## src/rtl/fe_rst_pkg.sv

```systemverilog
// Package fe_rst_pkg
// Holds the shared constants, the indices into the synchronizer array and
// the state type of the fast-control machine for the reset sequencer.
// Assumes that every depth below is a power of two.
package fe_rst_pkg;

    localparam int DLL_EXT_CYC  = 32;   // clocks the DLL reset is held after release
    localparam int SYNC_STAGES  = 2;    // flops in each reset synchronizer
    localparam int CNT_W        = 12;   // event and BX counter width
    localparam int MEM_DEPTH    = 16;   // pipeline memory depth
    localparam int DR_DEPTH     = 4;    // derandomizer depth
    localparam int READ_LEN     = 4;    // memory words read per trigger

    // positions of the reset inputs in the synchronizer array
    localparam int RIX_POR = 0;
    localparam int RIX_DLL = 1;
    localparam int RIX_L0  = 2;
    localparam int RIX_EVT = 3;
    localparam int RIX_BX  = 4;
    localparam int N_RST   = 5;

    typedef enum logic {
        RDO_IDLE = 1'b0,
        RDO_READ = 1'b1
    } rdo_state_e;

endpackage

```

## src/rtl/fe_rst_sync.sv

```systemverilog
// Module fe_rst_sync
// Reset synchronizer. A low input clears every stage at once, so the output
// asserts without waiting for a clock. A high input shifts a one through
// STAGES flops, so the output releases on the STAGES-th edge after release.
// Assumes STAGES >= 2.
module fe_rst_sync #(
    parameter int STAGES = 2
) (
    input  logic clk,
    input  logic arst_n_i,
    output logic srst_n_o
);

    logic [STAGES-1:0] stage_q;

    // shift chain: cleared at once, filled with ones one edge at a time
    always_ff @(posedge clk or negedge arst_n_i) begin
        if (!arst_n_i) begin
            stage_q <= '0;
        end else begin
            stage_q <= {stage_q[STAGES-2:0], 1'b1};
        end
    end

    assign srst_n_o = stage_q[STAGES-1];

endmodule

```

## src/rtl/fe_dll_stretch.sv

```systemverilog
// Module fe_dll_stretch
// Drives the DLL reset. The output is high at once while the power-up or the
// dedicated DLL reset (both already synchronized) is low. A synchronous
// request pulse also sets it. After the last source goes away, the output
// stays high for EXT_CYC more edges. Any new source restarts the count.
module fe_dll_stretch #(
    parameter int EXT_CYC = 32
) (
    input  logic clk,
    input  logic por_s_n_i,
    input  logic dll_s_n_i,
    input  logic sw_req_i,
    output logic dll_rst_o
);

    localparam int CW = (EXT_CYC > 1) ? $clog2(EXT_CYC) : 1;
    localparam logic [CW-1:0] LAST = CW'(EXT_CYC - 1);

    logic          hold;
    logic          rst_q;
    logic [CW-1:0] cnt_q;

    assign hold = !por_s_n_i || !dll_s_n_i;

    // extension counter: restarts on any source, clears the output after the last count
    always_ff @(posedge clk) begin
        if (hold || sw_req_i) begin
            rst_q <= 1'b1;
            cnt_q <= '0;
        end else if (rst_q) begin
            if (cnt_q == LAST) begin
                rst_q <= 1'b0;
            end
            cnt_q <= cnt_q + 1'b1;
        end
    end

    assign dll_rst_o = rst_q || hold;

    AST_DLL_NO_EARLY_DROP: assert property (@(posedge clk) disable iff (!por_s_n_i)
        (rst_q && cnt_q != LAST) |=> dll_rst_o);
    AST_DLL_RESTART: assert property (@(posedge clk) disable iff (!por_s_n_i)
        (!dll_s_n_i || sw_req_i) |=> (dll_rst_o && cnt_q == '0));
    AST_DLL_DROP_AT_END: assert property (@(posedge clk) disable iff (!por_s_n_i)
        (rst_q && cnt_q == LAST && dll_s_n_i && !sw_req_i) |=> !rst_q);

endmodule

```

## src/rtl/fe_wrap_cnt.sv

```systemverilog
// Module fe_wrap_cnt
// Counter with a synchronous active-low clear. It counts up by one on
// each cycle with inc_i high and wraps at 2**W.
module fe_wrap_cnt #(
    parameter int W = 12
) (
    input  logic         clk,
    input  logic         rst_n,
    input  logic         inc_i,
    output logic [W-1:0] cnt_o
);

    // count register with synchronous clear
    always_ff @(posedge clk) begin
        if (!rst_n) begin
            cnt_o <= '0;
        end else if (inc_i) begin
            cnt_o <= cnt_o + 1'b1;
        end
    end

endmodule

```

## src/rtl/fe_readout_ctl.sv

```systemverilog
// Module fe_readout_ctl
// Fast-control path. A pipeline memory pointer advances on every clock. An
// accepted trigger stores the current pointer in the derandomizer. In idle,
// the machine pops the oldest entry and reads READ_LEN consecutive addresses
// from it. rst_n is the synchronized AND of power-up and trigger-level
// reset; it clears every pointer and every pending trigger.
// Assumes power-of-two depths and READ_LEN >= 2.
module fe_readout_ctl
    import fe_rst_pkg::*;
#(
    parameter int MEM_D  = 16,
    parameter int DR_D   = 4,
    parameter int RD_LEN = 4,
    localparam int MP_W  = $clog2(MEM_D),
    localparam int DR_W  = $clog2(DR_D),
    localparam int PC_W  = DR_W + 1
) (
    input  logic            clk,
    input  logic            rst_n,
    input  logic            trig_i,
    output logic            trig_acc_o,
    output logic            rd_active_o,
    output logic [MP_W-1:0] rd_addr_o,
    output logic [MP_W-1:0] mem_ptr_o,
    output logic [DR_W-1:0] dr_wr_ptr_o,
    output logic [DR_W-1:0] dr_rd_ptr_o,
    output logic [PC_W-1:0] pend_o
);

    localparam int WD_W = $clog2(RD_LEN);
    localparam logic [PC_W-1:0] FULL     = PC_W'(DR_D);
    localparam logic [WD_W-1:0] LAST_WRD = WD_W'(RD_LEN - 1);

    rdo_state_e      state_q;
    logic [WD_W-1:0] word_q;
    logic [MP_W-1:0] base_q;
    logic [MP_W-1:0] fifo_q [DR_D];
    logic            push;
    logic            pop;

    assign push       = trig_i && (pend_o != FULL);
    assign pop        = (state_q == RDO_IDLE) && (pend_o != '0);
    assign trig_acc_o = push && rst_n;

    // pipeline memory write pointer, one step per clock
    always_ff @(posedge clk) begin
        if (!rst_n) begin
            mem_ptr_o <= '0;
        end else begin
            mem_ptr_o <= mem_ptr_o + 1'b1;
        end
    end

    // derandomizer storage: latch the memory pointer of each accepted trigger
    always_ff @(posedge clk) begin
        if (push) begin
            fifo_q[dr_wr_ptr_o] <= mem_ptr_o;
        end
    end

    // derandomizer pointers and pending count
    always_ff @(posedge clk) begin
        if (!rst_n) begin
            dr_wr_ptr_o <= '0;
            dr_rd_ptr_o <= '0;
            pend_o      <= '0;
        end else begin
            if (push) begin
                dr_wr_ptr_o <= dr_wr_ptr_o + 1'b1;
            end
            if (pop) begin
                dr_rd_ptr_o <= dr_rd_ptr_o + 1'b1;
            end
            pend_o <= pend_o + PC_W'(push) - PC_W'(pop);
        end
    end

    // fast-control machine: pop in idle, then walk RD_LEN addresses
    always_ff @(posedge clk) begin
        if (!rst_n) begin
            state_q <= RDO_IDLE;
            word_q  <= '0;
            base_q  <= '0;
        end else begin
            case (state_q)
                RDO_IDLE: begin
                    if (pop) begin
                        base_q  <= fifo_q[dr_rd_ptr_o];
                        word_q  <= '0;
                        state_q <= RDO_READ;
                    end
                end
                RDO_READ: begin
                    word_q <= word_q + 1'b1;
                    if (word_q == LAST_WRD) begin
                        state_q <= RDO_IDLE;
                    end
                end
                default: state_q <= RDO_IDLE;
            endcase
        end
    end

    assign rd_active_o = (state_q == RDO_READ);
    assign rd_addr_o   = rd_active_o ? (base_q + MP_W'(word_q)) : '0;

    AST_PEND_BOUND: assert property (@(posedge clk) disable iff (!rst_n)
        pend_o <= FULL);
    AST_FULL_HOLDS_IN_READ: assert property (@(posedge clk) disable iff (!rst_n)
        (pend_o == FULL && state_q == RDO_READ) |=> pend_o == FULL);
    AST_ADDR_STEP: assert property (@(posedge clk) disable iff (!rst_n)
        (rd_active_o && word_q != '0) |-> rd_addr_o == MP_W'($past(rd_addr_o) + 1'b1));

endmodule

```

## src/rtl/fe_rst_seq.sv

```systemverilog
// Module fe_rst_seq (top)
// Synchronizes the five reset inputs and sends each one only as far as it
// should reach. Power-up resets everything. The DLL pin and the software
// request reach only the DLL reset stretcher. The trigger-level reset
// reaches only the readout path. The event and BX inputs each reach only
// their own counter.
module fe_rst_seq
    import fe_rst_pkg::*;
(
    input  logic        clk,
    input  logic        por_n_i,
    input  logic        dll_rst_n_i,
    input  logic        sw_dll_req_i,
    input  logic        l0_rst_n_i,
    input  logic        evt_rst_n_i,
    input  logic        bx_rst_n_i,
    input  logic        trig_i,
    output logic        dll_rst_o,
    output logic        rd_active_o,
    output logic [3:0]  rd_addr_o,
    output logic [3:0]  mem_ptr_o,
    output logic [1:0]  dr_wr_ptr_o,
    output logic [1:0]  dr_rd_ptr_o,
    output logic [2:0]  pend_o,
    output logic [11:0] evt_cnt_o,
    output logic [11:0] bx_cnt_o
);

    logic [N_RST-1:0] raw_n;
    logic [N_RST-1:0] sync_n;
    logic             ctl_rst_n;
    logic             evt_rst_n;
    logic             bx_rst_n;
    logic             trig_acc;

    assign raw_n[RIX_POR] = por_n_i;
    assign raw_n[RIX_DLL] = dll_rst_n_i;
    assign raw_n[RIX_L0]  = l0_rst_n_i;
    assign raw_n[RIX_EVT] = evt_rst_n_i;
    assign raw_n[RIX_BX]  = bx_rst_n_i;

    // one synchronizer per reset input
    for (genvar i = 0; i < N_RST; i++) begin : g_sync
        fe_rst_sync #(.STAGES(SYNC_STAGES)) u_sync (
            .clk      (clk),
            .arst_n_i (raw_n[i]),
            .srst_n_o (sync_n[i])
        );
    end

    // reach of each reset
    assign ctl_rst_n = sync_n[RIX_POR] && sync_n[RIX_L0];
    assign evt_rst_n = sync_n[RIX_POR] && sync_n[RIX_EVT];
    assign bx_rst_n  = sync_n[RIX_POR] && sync_n[RIX_BX];

    fe_dll_stretch #(.EXT_CYC(DLL_EXT_CYC)) u_dll (
        .clk       (clk),
        .por_s_n_i (sync_n[RIX_POR]),
        .dll_s_n_i (sync_n[RIX_DLL]),
        .sw_req_i  (sw_dll_req_i),
        .dll_rst_o (dll_rst_o)
    );

    fe_readout_ctl #(.MEM_D(MEM_DEPTH), .DR_D(DR_DEPTH), .RD_LEN(READ_LEN)) u_rdo (
        .clk         (clk),
        .rst_n       (ctl_rst_n),
        .trig_i      (trig_i),
        .trig_acc_o  (trig_acc),
        .rd_active_o (rd_active_o),
        .rd_addr_o   (rd_addr_o),
        .mem_ptr_o   (mem_ptr_o),
        .dr_wr_ptr_o (dr_wr_ptr_o),
        .dr_rd_ptr_o (dr_rd_ptr_o),
        .pend_o      (pend_o)
    );

    fe_wrap_cnt #(.W(CNT_W)) u_evt_cnt (
        .clk   (clk),
        .rst_n (evt_rst_n),
        .inc_i (trig_acc),
        .cnt_o (evt_cnt_o)
    );

    fe_wrap_cnt #(.W(CNT_W)) u_bx_cnt (
        .clk   (clk),
        .rst_n (bx_rst_n),
        .inc_i (1'b1),
        .cnt_o (bx_cnt_o)
    );

    AST_L0_CLEARS_PATH: assert property (@(posedge clk) disable iff (!sync_n[RIX_POR])
        !sync_n[RIX_L0] |=> (!rd_active_o && pend_o == '0 && mem_ptr_o == '0
                             && dr_wr_ptr_o == '0 && dr_rd_ptr_o == '0));
    AST_L0_KEEPS_EVT: assert property (@(posedge clk) disable iff (!sync_n[RIX_POR])
        (!sync_n[RIX_L0] && sync_n[RIX_EVT]) |=> evt_cnt_o == $past(evt_cnt_o));
    AST_L0_KEEPS_BX: assert property (@(posedge clk) disable iff (!sync_n[RIX_POR])
        (!sync_n[RIX_L0] && sync_n[RIX_BX]) |=> bx_cnt_o == 12'($past(bx_cnt_o) + 1'b1));
    AST_BX_CLEAR_ONLY: assert property (@(posedge clk) disable iff (!sync_n[RIX_POR])
        (!sync_n[RIX_BX] && sync_n[RIX_EVT] && !trig_acc) |=> (bx_cnt_o == '0
                             && evt_cnt_o == $past(evt_cnt_o)));

endmodule

```

## config.mk

```make
export PLATFORM = sky130hd
export DESIGN_NAME = fe_rst_seq
export DESIGN_NICKNAME = d
export VERILOG_FILES = /design/src/rtl/fe_rst_pkg.sv /design/src/rtl/fe_rst_sync.sv /design/src/rtl/fe_dll_stretch.sv /design/src/rtl/fe_wrap_cnt.sv /design/src/rtl/fe_readout_ctl.sv /design/src/rtl/fe_rst_seq.sv
export SDC_FILE = /design/constraint.sdc
export NUM_CORES = 1
export LEC_CHECK = 0
export BUFFER_PORTS_ARGS = -buffer_cell sky130_fd_sc_hd__buf_2
export CAP_MARGIN = 20
export CORE_MARGIN = 5
export CORE_UTILIZATION = 56
export DETAILED_ROUTE_END_ITERATION = 12
export PLACE_DENSITY = 0.85
export SLEW_MARGIN = 40
export SYNTH_ARGS = -nofsm -noshare
export SYNTH_HDL_FRONTEND = slang
export SYNTH_HIERARCHICAL = 1
export SYNTH_SLANG_ARGS = --single-unit
export TNS_END_PERCENT = 30
```

## constraint.sdc

```tcl
create_clock -name clk -period 3.4 [get_ports clk]
set_input_delay 0.34 -clock clk [delete_from_list [all_inputs] [get_ports clk]]
set_output_delay 0.34 -clock clk [all_outputs]
set_load 0.05 [all_outputs]
```

# Yosys cells after proc, flatten, opt, wreduce, memory -nomap -nowiden
# Memories as Yosys holds them, arrays and structs flattened. A register that Yosys moved wholly into a read port is not among the register bits.
# Cells that the tools add are included.
# word_totals
reg_bits	54
latchBits	0
ramBits	16
romBits	0
input_bits	8
elab_cells	55
memories	1
# mem_list
memory	depth	width	read_ports	rd_ports_with_merged_regs	write_ports	line	source
u_rdo.fifo_q	4	4	1	1	1	fe_readout_ctl.sv:37	logic [MP_W-1:0] fifo_q [DR_D];
# classes
n_addsub	10
n_mul	0
div_mod_pow	0
magnitude_cmp	0
n_eq_ne	4
n_shift	0
n_mux	10
n_bitwise	1
n_reduce_logical	14
# ops
cell	count
12-bit by 1-bit adder with 12-bit output, second input constant	2
2-bit by 1-bit adder with 2-bit output, second input constant	3
1-bit logical AND	6
1-bit 2-to-1 mux	6
5-bit by 1-bit adder with 5-bit output, second input constant	1
5-bit == test, second input constant	1
4-bit by 1-bit adder with 4-bit output, second input constant	1
4-bit by 2-bit adder with 4-bit output	1
4-bit 2-to-1 mux	1
2-bit case mux with 2 select lines	1
3-bit by 1-bit adder with 3-bit output	1
1-bit zero test	3
1-bit logical OR	3
3-bit inequality test, second input constant	1
3-bit nonzero test	1
3-bit by 1-bit subtractor with 3-bit output	1
2-bit == test, second input constant	1
2-bit 2-to-1 mux	1
2-bit by 1-bit inequality test with 1-bit output, second input constant	1
1-bit case mux with 2 select lines	1
2-bit AND reduction	1
1-bit inverter	1

# Logic depth before layout (Yosys ltp)
# logic_depth
word_depth	4
ltp_mapped	11
ltp_nobuf	10

# Modules after synthesis
# Netlist, hierarchy kept.
# by_module_without_submodules
mod	instances	cells_per_inst	area_per_inst_um2
fe_readout_ctl	1	122	1519.0
fe_wrap_cnt	2	58	528.0
fe_dll_stretch	1	27	320.3
fe_rst_sync	5	3	53.8
fe_rst_seq	1	4	22.5

# Worst setup path before layout
# OpenSTA, ideal clock, no wires.
# synth_timing
path_kind	reg-to-reg
from	reg u_rdo.pend_o[2]
to	reg u_rdo.pend_o[2]
arrival_ns	2.511
slack_ns	0.812
stages_incl_launch_ff	12
path_buffers	1
synth_period_minus_slack_ns	2.588
cell_sequence	dfxtp_1 or3b_1 buf_6 nand2_1 ha_1 inv_1 ha_1 inv_1 fa_1 xor2_1 and2_1 nor3_1
# synth_between
elab_chain_cells	4
word_cells_on_any_way	6
classes_between	2 x add/sub; 1 x eq/ne; 3 x reduce/logical
# synth_rtl
element	line	source
start: declaration	fe_readout_ctl.sv:27	output logic [PC_W-1:0] pend_o
start signal: assignment	fe_readout_ctl.sv:74	pend_o <= pend_o + PC_W'(push) - PC_W'(pop);
3-bit inequality test	fe_readout_ctl.sv:41	assign push = trig_i && (pend_o != FULL);
1-bit logical AND	fe_readout_ctl.sv:41	
3-bit by 1-bit adder with 3-bit output	fe_readout_ctl.sv:74	
3-bit by 1-bit subtractor with 3-bit output *	fe_readout_ctl.sv:74	
# Mark *: on every way between the ends. The rest lies on a longest branch, timed or not.
# A chain may end at the register's enable or synchronous reset.

# Worst setup path after layout
# layout_timing
from	reg g_sync[0].u_sync.stage_q[1]
to	reg u_evt_cnt.cnt_o[10]
# layout_between
elab_chain_cells	2
word_cells_on_any_way	3
classes_between	3 x reduce/logical
# layout_rtl
element	line	source
start: declaration	fe_rst_sync.sv:14	logic [STAGES-1:0] stage_q;
start signal: assignment	fe_rst_sync.sv:21	stage_q <= {stage_q[STAGES-2:0], 1'b1};
1-bit logical AND	fe_rst_seq.sv:52	assign ctl_rst_n = sync_n[RIX_POR] && sync_n[RIX_L0];
net ctl_rst_n	fe_rst_seq.sv:31	logic ctl_rst_n;
1-bit logical AND	fe_readout_ctl.sv:43	assign trig_acc_o = push && rst_n;
net trig_acc	fe_rst_seq.sv:34	logic trig_acc;
end signal: assignment	fe_wrap_cnt.sv:18	cnt_o <= cnt_o + 1'b1;
end: declaration	fe_wrap_cnt.sv:10	output logic [W-1:0] cnt_o
# The timed path passes the listed nets, and every way through them passes these cells.

==> reports/metrics.yaml <==
status:
  outcome: "completed"
sta:
  skew_ns: 0.0115
  tns_ns: 0
  finalCritPeriodShare: 0.748
  period_needed_ns: 2.54
  slew_headroom: 0.643
  fmax_mhz: 393
  rsz0062_at_grt: "no"
  maxSlewViolCount: 0
  hold_viol_final: 0
  tightest_slew_ns: 0.532
  fin_ws_ns: 0.857
  setup_viol: 0
setup_path:
  cp_slowest_cell: "or4_1"
  critPathBufInv: 1
  arrival_ns: 2.82
  path_cells: "and2_1, inv_1, nor2_1, nand4_2, or4_1, a21oi_1"
  critPathKind: "reg -> reg"
  crit_path_start_kind: "flip-flop"
  cp.depth: 6
  r2r_end: "u_evt_cnt/cnt_o[10]"
  reg2reg_slack_ns: 0.86
  crit_family: "simple AND/OR/NAND/NOR gates"
  crit_path_end_kind: "flip-flop"
  max_stage_delay_ns: 0.56
  required_ns: 3.67
  worst-path-max-fanout: 13
  r2r.worst_path.cells: 6
  regToRegStartpoint: "g_sync[0].u_sync/stage_q[1]"
grt:
  grt_pass1_vias: 2090
  grt_start_max_net_pins: 14
  grt-ovfl-total: 0
  grt_first_pass_wirelength_um: 9830
  antenna_found_initial: 0
  grt_use_total: 0.172
flow_run:
  cap_violations: 0
placed_design:
  place_congestion: 0.776
  place_worst_setup_slack_ns: 0.876
  dp_hpwl_um: 4240
  portBuffers: 48
  dpl.cell_count: 401
  place_area_um2: 3480
power_and_ir_drop:
  pwr_density_cell_nw_per_um2: 539
  leakage_uw: 0.00157
  ir_drop_mv: 0.584
finish:
  mostFrequentLayoutCells: "buf_2 (48), dfxtp_1 (48), nor2_1 (22)"
  layout-drive-gt1-share: 0.229
  diodes: 0
  stdcell_count: 422
  fin_area_um2: 3750
  fillers: 412
  fin_nets: 369
  area_growth_pct: 17.5
clocking:
  cts_resized: 0
  postCtsSetupRepairBufs: 0
  clkTransAtPathRegs_ns: 0.08
  htree_levels: 3
  cts_buffer_depth: 2
  cts.sinks: 74
  tritoncts: "done"
  cts_root_buf: "clkbuf_8"
  clk_latency_ns: 0.34
  cts_buffers: 9
synth:
  ys_seq_elements: 74
  synth_warnings: 6
  synth.avg_cell_area_um2: 11.2
  synth.distinct_cells: 46
  synthArstFlopShare: 0.135
  ys_seq_area_frac: 0.531
  synth_cells: 284
  synth_flop_cell: "dfxtp_1"
  netlist_area_um2: 3190
  synth-edff-count: 16
floorplan:
  die-area_um2: 7300
  io_pins: 49
  die_x_um: 85.4
  core_area_um2: 5510
  die_y_um: 85.4
  rows: 27
  start_util: 0.579
detailed_routing:
  via_per_inst: 5.23
  routedWlPerCell_um: 14.0
  ant_nets: 0
  postRouteWirelength_um: 5900
  drt_iter0_drc: 130
  firstDrtPassIters: 4
  drc: 0
  num_vias: 2209
hold_path:
  hold_class: "in -> async"
routing by layer:
layer  global-route usage  share of wire
met3               0.0689          0.060
met2                0.274           0.49
met5                    0              0
met1                0.211           0.43
met4               0.0576          0.016
cell usage after synthesis (all sizes together) (7+ instances only):
library cell | number | area, um^2
inv | 14 | 52.6
nand4 | 7 | 83.8
nor2 | 22 | 82.6
a21oi | 17 | 92.6
mux2i | 11 | 110
dfrtp | 10 | 250
dfxtp | 48 | 961
ha | 14 | 175
nand2 | 19 | 71.3
and2 | 8 | 50.1
xnor2 | 9 | 78.8
edfxtp | 16 | 480
worst max-delay path by stage:
stage,to,from
floorplan,u_rdo/pend_o[2],u_rdo/pend_o[2]
global placement,u_evt_cnt/cnt_o[10],g_sync[0].u_sync/stage_q[1]
detailed placement,u_evt_cnt/cnt_o[7],g_sync[0].u_sync/stage_q[1]
CTS,u_evt_cnt/cnt_o[10],g_sync[0].u_sync/stage_q[1]
global route,u_evt_cnt/cnt_o[11],g_sync[0].u_sync/stage_q[1]
finish,u_evt_cnt/cnt_o[10],g_sync[0].u_sync/stage_q[1]
per-stage QoR:
stage / utilization / power (uW) / hold slack, ns
floorplan: - / 1230 / 0.0444
global placement: 0.632 / 1280 / 0.127
detailed placement: 0.632 / 1290 / 0.126
CTS: 0.680 / 2030 / 0.284
global route: 0.680 / 2120 / 0.288
finish: 0.680 / 2020 / 0.305
cells by family after synthesis:
group / synth area share
AOI/OAI and AO/OA: 0.0766
xor gates and xnor gates: 0.0357
adders and majority gates: 0.0675
buffers and inverters: 0.0357
DFF: 0.531
muxes: 0.0628
other: 0.00707
and+or+nand+nor: 0.184
power breakdown:
part           internal (uW)  switching (uW)  total [uW]
Sequential               938            46.9         985
Combinational            105             190         295
Clock                    416             323         739
worst reg2reg max path, cell delays in order, from the launching register on:
cell	delay, ns
dfrtp_1	0.47
and2_1	0.35
inv_1	0.28
nor2_1	0.42
nand4_2	0.25
or4_1	0.56
a21oi_1	0.15
sequential cells by signal, summed over array words and instances (netlist names):
register and count:
u_rdo/mem_ptr_o 4, g_sync.u_sync/stage_q 10, u_rdo/dr_wr_ptr_o 2, u_rdo/rd_active_o 1
u_rdo/fifo_q 16, u_rdo/word_q 2, u_rdo/dr_rd_ptr_o 2, u_rdo/pend_o 3
u_dll/rst_q 1, u_rdo/base_q 4, u_dll/cnt_q 5, u_bx_cnt/cnt_o 12
u_evt_cnt/cnt_o 12
what timing repair did:
action | in CTS | in global routing
endpoints found under the setup margin | 0 | 0
hold endpoints to repair | 10 | 0
hold buffers | 5 | 0
area by class of cell:
| cell class | instances | area (um^2) | area share |
|---|---|---|---|
| clock buffer | 10 | 128 | 0.0341 |
| clock inverter | 6 | 90.1 | 0.0240 |
| inverter | 16 | 60.1 | 0.0160 |
| multi-input combinational | 191 | 1400 | 0.373 |
| sequential | 74 | 1690 | 0.452 |
| tap | 72 | 90.1 | 0.0240 |
| timing repair buffer | 53 | 290 | 0.0775 |
No activity file was read; power rests on OpenSTA's default activity.
